[config.mk]
export PLATFORM = sky130hd
export DESIGN_NAME = i2c_reg_seq
export DESIGN_NICKNAME = d
export VERILOG_FILES = /design/src/rtl/i2c_seq_pkg.sv /design/src/rtl/i2c_seq_ctrl.sv /design/src/rtl/i2c_seq_cmd_reg.sv /design/src/rtl/i2c_seq_result.sv /design/src/rtl/i2c_reg_seq.sv
export SDC_FILE = /design/constraint.sdc
export NUM_CORES = 1
export LEC_CHECK = 0
export BUFFER_PORTS_ARGS = -buffer_cell sky130_fd_sc_hd__buf_2
export CAP_MARGIN = 10
export CORE_MARGIN = 4
export CORE_UTILIZATION = 47
export CTS_CLUSTER_SIZE = 10
export DETAILED_ROUTE_END_ITERATION = 12
export GPL_TIMING_DRIVEN = 0
export PLACE_DENSITY = 0.76
export SYNTH_ARGS = -nofsm -noshare
export SYNTH_HDL_FRONTEND = slang
export SYNTH_SLANG_ARGS = --single-unit
[constraint.sdc]
create_clock -name clk -period 1.4 [get_ports clk]
set_input_delay 0.07 -clock clk [delete_from_list [all_inputs] [get_ports clk]]
set_output_delay 0.07 -clock clk [all_outputs]
set_load 0.05 [all_outputs]
[src/rtl/i2c_seq_pkg.sv]
`timescale 1ns/1ps
package i2c_seq_pkg;

  typedef enum logic [2:0] {
    ST_ADDR_W = 3'd0,
    ST_INDEX  = 3'd1,
    ST_WDATA  = 3'd2,
    ST_ADDR_R = 3'd3,
    ST_RDATA  = 3'd4,
    ST_STOP   = 3'd5
  } step_e;

  typedef enum logic [1:0] {
    PH_IDLE = 2'd0,
    PH_LOAD = 2'd1,
    PH_WAIT = 2'd2
  } phase_e;

  typedef struct packed {
    logic start;
    logic stop;
    logic wr;
    logic rd;
    logic nack;
  } flags_t;

  // Command flags that belong to each step of a transaction.
  function automatic flags_t step_flags(input step_e s);
    flags_t f;
    f = '0;
    case (s)
      ST_ADDR_W, ST_ADDR_R: begin f.start = 1'b1; f.wr = 1'b1; end
      ST_INDEX:             f.wr = 1'b1;
      ST_WDATA:             begin f.wr = 1'b1; f.stop = 1'b1; end
      ST_RDATA:             begin f.rd = 1'b1; f.stop = 1'b1; f.nack = 1'b1; end
      ST_STOP:              f.stop = 1'b1;
      default:              f = '0;
    endcase
    return f;
  endfunction

  // Successor of a step on the normal (acknowledged) path.
  function automatic step_e next_step(input step_e s, input logic is_read);
    case (s)
      ST_ADDR_W: return ST_INDEX;
      ST_INDEX:  return is_read ? ST_ADDR_R : ST_WDATA;
      ST_ADDR_R: return ST_RDATA;
      default:   return ST_STOP;
    endcase
  endfunction

  // Steps after which the transaction is over.
  function automatic logic step_last(input step_e s);
    return (s == ST_WDATA) || (s == ST_RDATA) || (s == ST_STOP);
  endfunction

endpackage

[src/rtl/i2c_seq_ctrl.sv]
`timescale 1ns/1ps
module i2c_seq_ctrl
  import i2c_seq_pkg::*;
(
  input  logic  clk,
  input  logic  rst_n,
  input  logic  en,
  input  logic  req_valid,
  input  logic  req_read,
  input  logic  cmd_done,
  input  logic  cmd_rxack,
  output logic  accept,
  output logic  load,
  output step_e load_step,
  output logic  cmd_valid,
  output logic  busy,
  output logic  nack_seen,
  output logic  fin_ok,
  output logic  fin_err,
  output logic  capture_rd
);

  phase_e phase_q;
  step_e  step_q;
  logic   read_q;
  flags_t cur;
  logic   advance, last, abort_go, move_on, clean_end;

  assign cur       = step_flags(step_q);
  assign last      = step_last(step_q);
  assign accept    = (phase_q == PH_IDLE) && req_valid && en;
  assign cmd_valid = (phase_q == PH_WAIT);
  assign busy      = (phase_q != PH_IDLE);
  assign advance   = cmd_valid && cmd_done;
  assign nack_seen = advance && cur.wr && cmd_rxack;

  always_comb begin
    abort_go   = nack_seen && !cur.stop;
    move_on    = advance && !nack_seen && !last;
    clean_end  = advance && !nack_seen && last;
    fin_ok     = clean_end && (step_q != ST_STOP);
    fin_err    = (nack_seen && cur.stop) || (clean_end && (step_q == ST_STOP));
    capture_rd = fin_ok && (step_q == ST_RDATA);
    load       = accept || abort_go || move_on;
    if (accept)        load_step = ST_ADDR_W;
    else if (abort_go) load_step = ST_STOP;
    else               load_step = next_step(step_q, read_q);
  end

  always_ff @(posedge clk or negedge rst_n) begin
    if (!rst_n) begin
      phase_q <= PH_IDLE;
      step_q  <= ST_ADDR_W;
      read_q  <= 1'b0;
    end else begin
      if (accept) read_q <= req_read;
      if (load) begin
        step_q  <= load_step;
        phase_q <= PH_LOAD;
      end else if (phase_q == PH_LOAD) begin
        phase_q <= PH_WAIT;
      end else if (fin_ok || fin_err) begin
        phase_q <= PH_IDLE;
      end
    end
  end

endmodule

[src/rtl/i2c_seq_cmd_reg.sv]
`timescale 1ns/1ps
module i2c_seq_cmd_reg
  import i2c_seq_pkg::*;
#(
  parameter int DEV_W  = 7,
  parameter int BYTE_W = 8
)(
  input  logic              clk,
  input  logic              rst_n,
  input  logic              accept,
  input  logic [DEV_W-1:0]  req_dev,
  input  logic [BYTE_W-1:0] req_index,
  input  logic [BYTE_W-1:0] req_wdata,
  input  logic              load,
  input  step_e             load_step,
  output flags_t            flags_q,
  output logic [BYTE_W-1:0] tx_q
);

  logic [DEV_W-1:0]  dev_q, dev_src;
  logic [BYTE_W-1:0] idx_q, idx_src, wd_q, wd_src;

  // Byte placed on the transmit lane for a step; zero when nothing is sent.
  function automatic logic [BYTE_W-1:0] pick_byte(
    input step_e             s,
    input logic [DEV_W-1:0]  dev,
    input logic [BYTE_W-1:0] idx,
    input logic [BYTE_W-1:0] wd
  );
    case (s)
      ST_ADDR_W: return {dev, 1'b0};
      ST_ADDR_R: return {dev, 1'b1};
      ST_INDEX:  return idx;
      ST_WDATA:  return wd;
      default:   return '0;
    endcase
  endfunction

  assign dev_src = accept ? req_dev   : dev_q;
  assign idx_src = accept ? req_index : idx_q;
  assign wd_src  = accept ? req_wdata : wd_q;

  always_ff @(posedge clk or negedge rst_n) begin
    if (!rst_n) begin
      dev_q   <= '0;
      idx_q   <= '0;
      wd_q    <= '0;
      flags_q <= '0;
      tx_q    <= '0;
    end else begin
      if (accept) begin
        dev_q <= req_dev;
        idx_q <= req_index;
        wd_q  <= req_wdata;
      end
      if (load) begin
        flags_q <= step_flags(load_step);
        tx_q    <= pick_byte(load_step, dev_src, idx_src, wd_src);
      end
    end
  end

endmodule

[src/rtl/i2c_seq_result.sv]
`timescale 1ns/1ps
module i2c_seq_result #(
  parameter int BYTE_W = 8
)(
  input  logic              clk,
  input  logic              rst_n,
  input  logic              fin_ok,
  input  logic              fin_err,
  input  logic              capture_rd,
  input  logic [BYTE_W-1:0] rx_byte,
  output logic              done,
  output logic              err,
  output logic [BYTE_W-1:0] rdata
);

  always_ff @(posedge clk or negedge rst_n) begin
    if (!rst_n) begin
      done  <= 1'b0;
      err   <= 1'b0;
      rdata <= '0;
    end else begin
      done <= fin_ok;
      err  <= fin_err;
      if (capture_rd) rdata <= rx_byte;
    end
  end

endmodule

[src/rtl/i2c_reg_seq.sv]
`timescale 1ns/1ps
module i2c_reg_seq
  import i2c_seq_pkg::*;
#(
  parameter int DEV_W  = 7,
  parameter int BYTE_W = DEV_W + 1
)(
  input  logic              clk,
  input  logic              rst_n,
  input  logic              en,
  input  logic              req_valid,
  input  logic              req_read,
  input  logic [DEV_W-1:0]  req_dev,
  input  logic [BYTE_W-1:0] req_index,
  input  logic [BYTE_W-1:0] req_wdata,
  output logic              busy,
  output logic              done,
  output logic              err,
  output logic [BYTE_W-1:0] rdata,
  output logic              cmd_valid,
  output logic              cmd_start,
  output logic              cmd_stop,
  output logic              cmd_wr,
  output logic              cmd_rd,
  output logic              cmd_nack,
  output logic [BYTE_W-1:0] cmd_txbyte,
  input  logic              cmd_done,
  input  logic              cmd_rxack,
  input  logic [BYTE_W-1:0] cmd_rxbyte
);

  // Internal events, named so the checker can observe them.
  logic   accept, load, nack_seen, fin_ok, fin_err, capture_rd;
  step_e  load_step;
  flags_t flags_q;

  i2c_seq_ctrl u_ctrl (
    .clk        (clk),
    .rst_n      (rst_n),
    .en         (en),
    .req_valid  (req_valid),
    .req_read   (req_read),
    .cmd_done   (cmd_done),
    .cmd_rxack  (cmd_rxack),
    .accept     (accept),
    .load       (load),
    .load_step  (load_step),
    .cmd_valid  (cmd_valid),
    .busy       (busy),
    .nack_seen  (nack_seen),
    .fin_ok     (fin_ok),
    .fin_err    (fin_err),
    .capture_rd (capture_rd)
  );

  i2c_seq_cmd_reg #(.DEV_W(DEV_W), .BYTE_W(BYTE_W)) u_cmd (
    .clk       (clk),
    .rst_n     (rst_n),
    .accept    (accept),
    .req_dev   (req_dev),
    .req_index (req_index),
    .req_wdata (req_wdata),
    .load      (load),
    .load_step (load_step),
    .flags_q   (flags_q),
    .tx_q      (cmd_txbyte)
  );

  i2c_seq_result #(.BYTE_W(BYTE_W)) u_res (
    .clk        (clk),
    .rst_n      (rst_n),
    .fin_ok     (fin_ok),
    .fin_err    (fin_err),
    .capture_rd (capture_rd),
    .rx_byte    (cmd_rxbyte),
    .done       (done),
    .err        (err),
    .rdata      (rdata)
  );

  assign cmd_start = flags_q.start;
  assign cmd_stop  = flags_q.stop;
  assign cmd_wr    = flags_q.wr;
  assign cmd_rd    = flags_q.rd;
  assign cmd_nack  = flags_q.nack;

endmodule

==> results of run 1 <==
## worst min path at each step
stage                       startpoint                  endpoint  slack (ns)  cells after the start
after floorplan                  rst_n  u_cmd.dev_q[0]$_DFF_PN0_       -0.23                      0
after global placement    req_wdata[4]   u_cmd.wd_q[4]$_DFF_PN0_        0.26                      3
after detailed placement  req_index[2]  u_cmd.idx_q[2]$_DFF_PN0_        0.26                      3
after CTS                        rst_n  u_cmd.idx_q[6]$_DFF_PN0_      0.0005                      1
after global routing        req_dev[4]  u_cmd.dev_q[4]$_DFF_PN0_       0.006                      3
final                       req_dev[5]  u_cmd.dev_q[5]$_DFF_PN0_      -0.002                      3
## critical path: cells and delay by family (launching register included)
kind	cells	cell delay, ns
and+or+nand+nor	1	0.16
DFF	1	0.44
buffers and inverters	2	0.31
AOI/OAI and AO/OA	2	0.51
## sequential cells by signal, summed over array words and instances (netlist names)
| register | flops |
|---|---|
| u_ctrl.step_q | 3 |
| u_cmd.wd_q | 8 |
| u_cmd.flags_q | 4 |
| u_ctrl.phase_q | 2 |
| u_cmd.idx_q | 8 |
| u_ctrl.read_q | 1 |
| u_res.done | 1 |
| u_cmd.tx_q | 8 |
| u_cmd.dev_q | 7 |
| u_res.rdata | 8 |
| u_res.err | 1 |
## per-layer routing
layer,global-route usage [%],wire length [um],share of wire (%)
met1,25.1,2410,40
met2,31.6,3140,52
met3,3.56,370,6.2
met4,6.82,70,1.2
met5,0,0,0
## report_power, final
group | internal [mW] | switching (mW) | leakage, nW
Clock | 0.588 | 0.499 | 0.0618
Combinational | 1.88 | 2.74 | 1.05
Sequential | 2.18 | 0.451 | 0.633
Total | 4.65 | 3.69 | 1.74
## cell usage after synthesis (2+ instances only)
library cell,instances
a21oi_1,9
nor2_1,4
o221ai_1,7
buf_6,3
o311ai_1,3
buf_2,7
buf_4,3
o211a_1,2
nand4bb_1,2
nand2_1,50
o21ai_0,3
mux2i_1,7
inv_1,11
nand3b_4,2
and4bb_4,2
dfrtp_1,51
o311ai_0,4
mux2_2,8
nor2b_1,9
## layout make-up
class / count / area [um^2]
inverters: 11 / 41.3
fillers: 332 / 1180
well taps: 67 / 83.8
multi-input cells: 129 / 1080
repair buffers: 110 / 805
clock inverters: 2 / 38.8
flip-flops and latches: 51 / 1280
plain buffers: 13 / 155
clock buffers: 6 / 82.6
## per-stage QoR
stage	setup WS [ns]	TNS, ns	hold slack [ns]	std cells
final	-0.158	-1.34	-0.00221	389
after floorplan	-0.00257	-0.00772	-0.226	205
after detailed placement	-0.184	-2.98	0.262	334
after global routing	-0.167	-2.36	0.00614	389
after CTS	-0.102	-0.838	0.000511	378
after global placement	-0.173	-2.37	0.261	334
## cell families after synthesis
family	after synthesis	share of synthesized area (%)
buf+inv	25	5.96
simple gates	77	18.8
compound gates	37	13.1
flops	51	55.2
mux	15	6.93
## repair_timing
action | in CTS | in global routing
hold buffers | 26 | 1
pin swaps | 2 | 10
setup buffers | 11 | 6
endpoints found under the setup margin | 48 | 49
gates resized for setup | 27 | 43
hold endpoints to repair | 26 | 27
gates cloned | 0 | 3
==> summary.json, run 1 <==
{
  "grt_setup_unrepaired": "true",
  "cts.reportedPaths.clkPinSlew_ns": 0.10,
  "report.final.setup_viol": 19,
  "design_power_total_mw": 8.34,
  "finalHoldViolations": 1,
  "cts_tree": "built",
  "h-tree-depth": 2,
  "most-common-layout-cells": "buf_2, dfrtp_1, nand2_1, dlygate4sd3_1, buf_4",
  "worst_r2r_endpoint": "u_cmd.tx_q[4]$_DFFE_PN0P_",
  "layout_commonest_cell": "buf_2",
  "insertion_delay_ns": 0.31,
  "crit_path_end": "u_cmd.tx_q[4]$_DFFE_PN0P_",
  "die_area_um2": 6100,
  "final_core_util_pct": 75.1,
  "hold_class": "input pin to flip-flop",
  "worst_ep_arrival_time_ns": 1.73,
  "post_dp_cell_area_um2": 2710,
  "num_rows": 25,
  "setup.worst_path.start": "u_ctrl.step_q[1]$_DFFE_PN0P_",
  "whs_ns": -0.00221,
  "detailed_place_hpwl_mm": 3.49,
  "finalClockSkew_ns": 0.00734,
  "grt_first_pass_wirelength_mm": 9.15,
  "initial_utilization_pct": 48.6,
  "critical_path.max_stage_delay_ns": 0.44,
  "final_routed_drc_violation_total": 0,
  "route.vias.total": 1961,
  "cp_data_required_time_ns": 1.57,
  "timing.max_cap.violations": 0,
  "power_density_nw_per_um2": 2340,
  "die_w_um": 78.1,
  "timing.final.crit_share_pct": 111,
  "synth-seq-area-share_pct": 55.2,
  "gp_routability_congestion": 0.803,
  "drv_slew": 0,
  "drt-total-wl_mm": 5.99,
  "timing.reg2reg.worst_path_depth": 5,
  "clkSinkCount": 51,
  "cts.root.buffer_cell": "clkbuf_8",
  "synthesis_warnings": 0,
  "timing.slew.headroom_pct": 55.8,
  "worst_tran_pin_value_ns": 0.663,
  "synth_enable_flop_cells": 0,
  "floorplan.die.height_um": 78.1,
  "synth_ff_type": "dfrtp_1",
  "design.core.area_um2": 4750,
  "global_route.overflow_total": 0,
  "floorplan.io_pins": 63,
  "cp_most_frequent_cell": "buf_4",
  "worstReg2RegStart": "u_ctrl.step_q[1]$_DFFE_PN0P_",
  "n_antenna_cell": 0,
  "ratio_of_cells_with_drive_above_1_in_the_final_layout_pct": 45.7,
  "flow.area_growth_from_synthesis_pct": 54.5,
  "yosysUniqueCellTypes": 37,
  "postSynth.asyncResetShare_pct": 100,
  "min_cycle_time_layout_ns": 1.56,
  "synth.avg_cell_area_um2": 11.3,
  "power_leakage_nw": 1.74,
  "number_of_instances_in_the_synthesized_netlist": 205,
  "crit_start_category": "flip-flop",
  "count_of_routing_violations_after_the_opening_detailed_route_iteration": 90,
  "drtAntennaViolNets": 0,
  "grt_max_degree": 52,
  "postSynthNetCount": 243,
  "clockBufferDepth": 2,
  "cpMaxStageDelayCell": "dfrtp_2",
  "setup.reg_to_reg.worst_slack_ns": -0.16,
  "grt_usage_pct": 19.1,
  "timing.setup.critical_path_class": "flip-flop to flip-flop",
  "area_share_of_the_largest_cell_type_after_synthesis_pct": 55.2,
  "worstPathMaxFanout": 7,
  "achievable-frequency_mhz": 642,
  "cts_made_buffers": 5,
  "netlist_area_um2": 2310,
  "ys_ff_latch": 51,
  "io_buffer_count": 62,
  "first_global_vias": 1862,
  "critical_path.cell_chain": "nor3b_4 > buf_4 > buf_4 > o311ai_1 > o221ai_1",
  "synth_area_leaders": "dfrtp_1, nand2_1, mux2_2",
  "avgRoutedWirePerCell_um": 15.4,
  "finalNetCount": 359,
  "fin_ws_ns": -0.158,
  "postLayoutCellArea_um2": 3570,
  "violated_checks": "hold timing, setup timing",
  "status": "finished with violations",
  "vdd.ir_drop.worst_uv": 1020,
  "synth_top_cell_by_area": "dfrtp_1",
  "antenna_violations_before_repair": 0,
  "crit_path_end_kind": "flip-flop",
  "avgViaCountPerCell": 5.04,
  "first_pass_iters": 4
}
(Power assumes the default switching activity.)
==> run 2: changes to the inputs <==
--- a/config.mk
+++ b/config.mk
@@ -5,7 +5,7 @@
 export SDC_FILE = /design/constraint.sdc
 export NUM_CORES = 1
 export LEC_CHECK = 0
-export BUFFER_PORTS_ARGS = -buffer_cell sky130_fd_sc_hd__buf_2
+export BUFFER_PORTS_ARGS = -buffer_cell sky130_fd_sc_hd__buf_4
 export CAP_MARGIN = 10
 export CORE_MARGIN = 4
 export CORE_UTILIZATION = 47
==> run 2 against run 1 <==
The flow finishes with violations (setup timing). First-iteration DRC count grew to 2.6 times the previous value. Fmax up 1.6%. Final area grew 5.6%.
==> summary.json, run 2 (synthesis gave the netlist of run 1 again) <==
{
  "status": "finished with violations",
  "violated_checks": "setup timing",
  "die_w": {"value": 78.1, "unit": "um", "change": "unchanged"},
  "most-common-layout-cells": "buf_4, nand2_1, dfrtp_1, dlygate4sd3_1",
  "cpMaxStageDelayCell": "dfrtp_2",
  "cts_tree": "built",
  "layout_commonest_cell": "buf_4",
  "die_area": {"value": 6100, "unit": "um^2", "change": "unchanged"},
  "achievable-frequency": {"value": 652, "unit": "MHz", "change": "+1.6%"},
  "final_cells": {"value": 396, "change": "+1.8%"},
  "num_rows": {"value": 25, "change": "unchanged"},
  "floorplan.io_pins": {"value": 63, "change": "unchanged"},
  "combinationalPowerShare": {"value": 57.6, "unit": "%", "change": "+2.1 points"},
  "insertion_delay": {"value": 0.30, "unit": "ns", "change": "about the same"},
  "cts.reportedPaths.clkPinSlew": {"value": 0.09, "unit": "ns", "change": "about the same"},
  "worstPathMaxFanout": {"value": 5, "change": "-2"},
  "clock_network_fraction_of_total_power": {"value": 12.1, "unit": "%", "change": "-0.9 points"},
  "first_pass_iters": {"value": 4, "change": "unchanged"},
  "grt_max_degree": {"value": 52, "change": "unchanged"},
  "switchingPower": {"value": 3.79, "unit": "mW", "change": "+2.7%"},
  "fillers": {"value": 286, "change": "-14%"},
  "worst_tran_pin_value": {"value": 0.614, "unit": "ns", "change": "-0.0492 ns"},
  "timing.max_cap.violations": {"value": 0, "change": "unchanged"},
  "critical_path.cell_chain": "and4bb_4 > buf_12 > mux2i_4 > o221ai_2",
  "global_route.overflow_total": {"value": 0, "change": "unchanged"},
  "crit_path_end_kind": "flip-flop",
  "power_density": {"value": 2310, "unit": "nW/um^2", "change": "-1.0%"},
  "timing.setup.critical_path_class": "flip-flop to flip-flop",
  "vdd.ir_drop.worst": {"value": 1020, "unit": "uV", "change": "-0.64%"},
  "final_routed_drc_violation_total": {"value": 0, "change": "unchanged"},
  "clkSinkCount": {"value": 51, "change": "unchanged"},
  "crit_start_category": "flip-flop",
  "detailed_place_hpwl": {"value": 3.58, "unit": "mm", "change": "+2.7%"},
  "worst_ep_arrival_time": {"value": 1.71, "unit": "ns", "change": "-0.02 ns"},
  "power_report.internal_total": {"value": 4.93, "unit": "mW", "change": "+6.1%"},
  "finalClockSkew": {"value": 0.00823, "unit": "ns", "change": "+0.000889 ns"},
  "numPlacedInstances": {"value": 334, "change": "unchanged"},
  "drt-total-wl": {"value": 6.68, "unit": "mm", "change": "+11%"},
  "critical_path.max_stage_delay": {"value": 0.45, "unit": "ns", "change": "about the same"},
  "grt_setup_unrepaired": "true",
  "route.vias.total": {"value": 2062, "change": "+5.2%"},
  "io_buffer_count": {"value": 62, "change": "unchanged"},
  "cts.root.buffer_cell": "clkbuf_8",
  "share_seq_of_total_power": {"value": 30.3, "unit": "%", "change": "-1.2 points"},
  "grt_usage": {"value": 19.4, "unit": "%", "change": "+0.36 points"},
  "n_antenna_cell": {"value": 0, "change": "unchanged"},
  "ratio_of_cells_with_drive_above_1_in_the_final_layout": {"value": 46.5, "unit": "%", "change": "+0.85 points"},
  "power_leakage": {"value": 1.81, "unit": "nW", "change": "+3.6%"},
  "initial_utilization": {"value": 48.6, "unit": "%", "change": "unchanged"},
  "design_power_total": {"value": 8.72, "unit": "mW", "change": "+4.6%"},
  "final.setup.tns": {"value": -1.36, "unit": "ns", "change": "-0.0123 ns"},
  "design.core.area": {"value": 4750, "unit": "um^2", "change": "unchanged"},
  "cp_data_required_time": {"value": 1.57, "unit": "ns", "change": "about the same"},
  "cts_made_buffers": {"value": 5, "change": "unchanged"},
  "drtAntennaViolNets": {"value": 0, "change": "unchanged"},
  "fin_ws": {"value": -0.134, "unit": "ns", "change": "+0.0243 ns"},
  "grt_first_pass_wirelength": {"value": 9.31, "unit": "mm", "change": "+1.7%"},
  "first_global_vias": {"value": 1891, "change": "+1.6%"},
  "finalHoldViolations": {"value": 0, "change": "-1"},
  "hold_class": "input pin to flip-flop",
  "gp_routability_congestion": {"value": 0.786, "change": "-2.1%"},
  "avgRoutedWirePerCell": {"value": 16.9, "unit": "um", "change": "+9.5%"},
  "floorplan.die.height": {"value": 78.1, "unit": "um", "change": "unchanged"},
  "min_cycle_time_layout": {"value": 1.53, "unit": "ns", "change": "-0.0243 ns"},
  "clockBufferDepth": {"value": 2, "change": "unchanged"},
  "drv_slew": {"value": 0, "change": "unchanged"},
  "h-tree-depth": {"value": 2, "change": "unchanged"},
  "timing.final.crit_share": {"value": 110, "unit": "%", "change": "-1.7 points"},
  "finalNetCount": {"value": 366, "change": "+1.9%"},
  "antenna_violations_before_repair": {"value": 0, "change": "unchanged"},
  "report.final.setup_viol": {"value": 24, "change": "+5"},
  "count_of_routing_violations_after_the_opening_detailed_route_iteration": {"value": 231, "change": "+160%"},
  "flow.area_growth_from_synthesis_pct": 63.2,
  "switching_share": {"value": 43.5, "unit": "%", "change": "-0.80 points"},
  "avgViaCountPerCell": {"value": 5.21, "change": "+3.3%"},
  "timing.slew.headroom": {"value": 59.1, "unit": "%", "change": "+3.3 points"}
}
-- run 2: worst max-delay path: cells and delay by family (launching register included) --
kind | cells | cell delay (ns)
flip-flops | 1 | 0.45
multiplexers | 1 | 0.26
AO/OA/AOI/OAI | 1 | 0.11
AND/OR/NAND/NOR | 1 | 0.41
buffers and inverters | 1 | 0.16
-- run 2: area by class of cell --
class                      count  area (um^2)  area share [%]
timing repair buffer         117         1010            26.9
buffer                        13          140            3.72
clock inverter                 2         35.0           0.929
inverter                      11         41.3            1.09
sequential                    51         1280            33.9
tap                           67         83.8            2.22
multi-input combinational    129         1090            29.0
clock buffer                   6         82.6            2.19
-- run 2: metal layers --
layer	up-vias	global-route usage (%)	share of wire, %	wire (um)
met5	-	0	0	0
met4	0	7.52	2.2	146
met3	13	4.01	6.5	433
met2	80	32.0	52	3500
met1	1009	25.2	39	2600
li1	960	-	-	-
-- run 2: path summary, 6_finish.rpt --
path	slack [ns]	cells past startpoint	endpoint	startpoint
max	-0.13	4	u_cmd.tx_q[5]$_DFFE_PN0P_	u_ctrl.phase_q[0]$_DFFE_PN0P_
min	0.02	3	u_cmd.dev_q[6]$_DFF_PN0_	req_dev[6]
max reg2reg	-0.13	4	u_cmd.tx_q[5]$_DFFE_PN0P_	u_ctrl.phase_q[0]$_DFFE_PN0P_
min reg2reg	0.48	2	u_cmd.idx_q[5]$_DFF_PN0_	u_cmd.idx_q[5]$_DFF_PN0_
max in group asynchronous	0.62	2	u_ctrl.step_q[1]$_DFFE_PN0P_	rst_n
min in group asynchronous	0.34	2	u_ctrl.step_q[0]$_DFFE_PN0P_	rst_n
-- run 2: stage by stage --
step	utilization (%)	hold WS (ns)	worst slack (ns)	area [um^2]
after floorplan	-	-0.226	-0.00257	2310
after global placement	60.2	0.132	-0.178	2860
after detailed placement	60.2	0.127	-0.218	2860
after CTS	71.8	0.000671	-0.109	3420
after global routing	79.3	0.0273	-0.171	3770
final	79.3	0.0239	-0.134	3770
-- run 2: repair_timing --
item / CTS / global route
hold buffers: 29 / 2
setup buffers: 8 / 14
pin swaps: 3 / 17
gates resized for setup: 22 / 46
endpoints found under the setup margin: 47 / 48
endpoints found under the hold margin: 79 / 2
gates cloned: 0 / 3
-- run 2: power groups by stage --
stage | logic (mW) | registers (mW) | clock network, mW
after floorplan | 1.81 | 3.54 | 0
after CTS | 4.28 | 2.56 | 1.06
after detailed placement | 3.87 | 2.59 | 0
after global placement | 3.81 | 2.57 | 0
final | 5.02 | 2.64 | 1.06
after global routing | 5.29 | 2.70 | 1.13
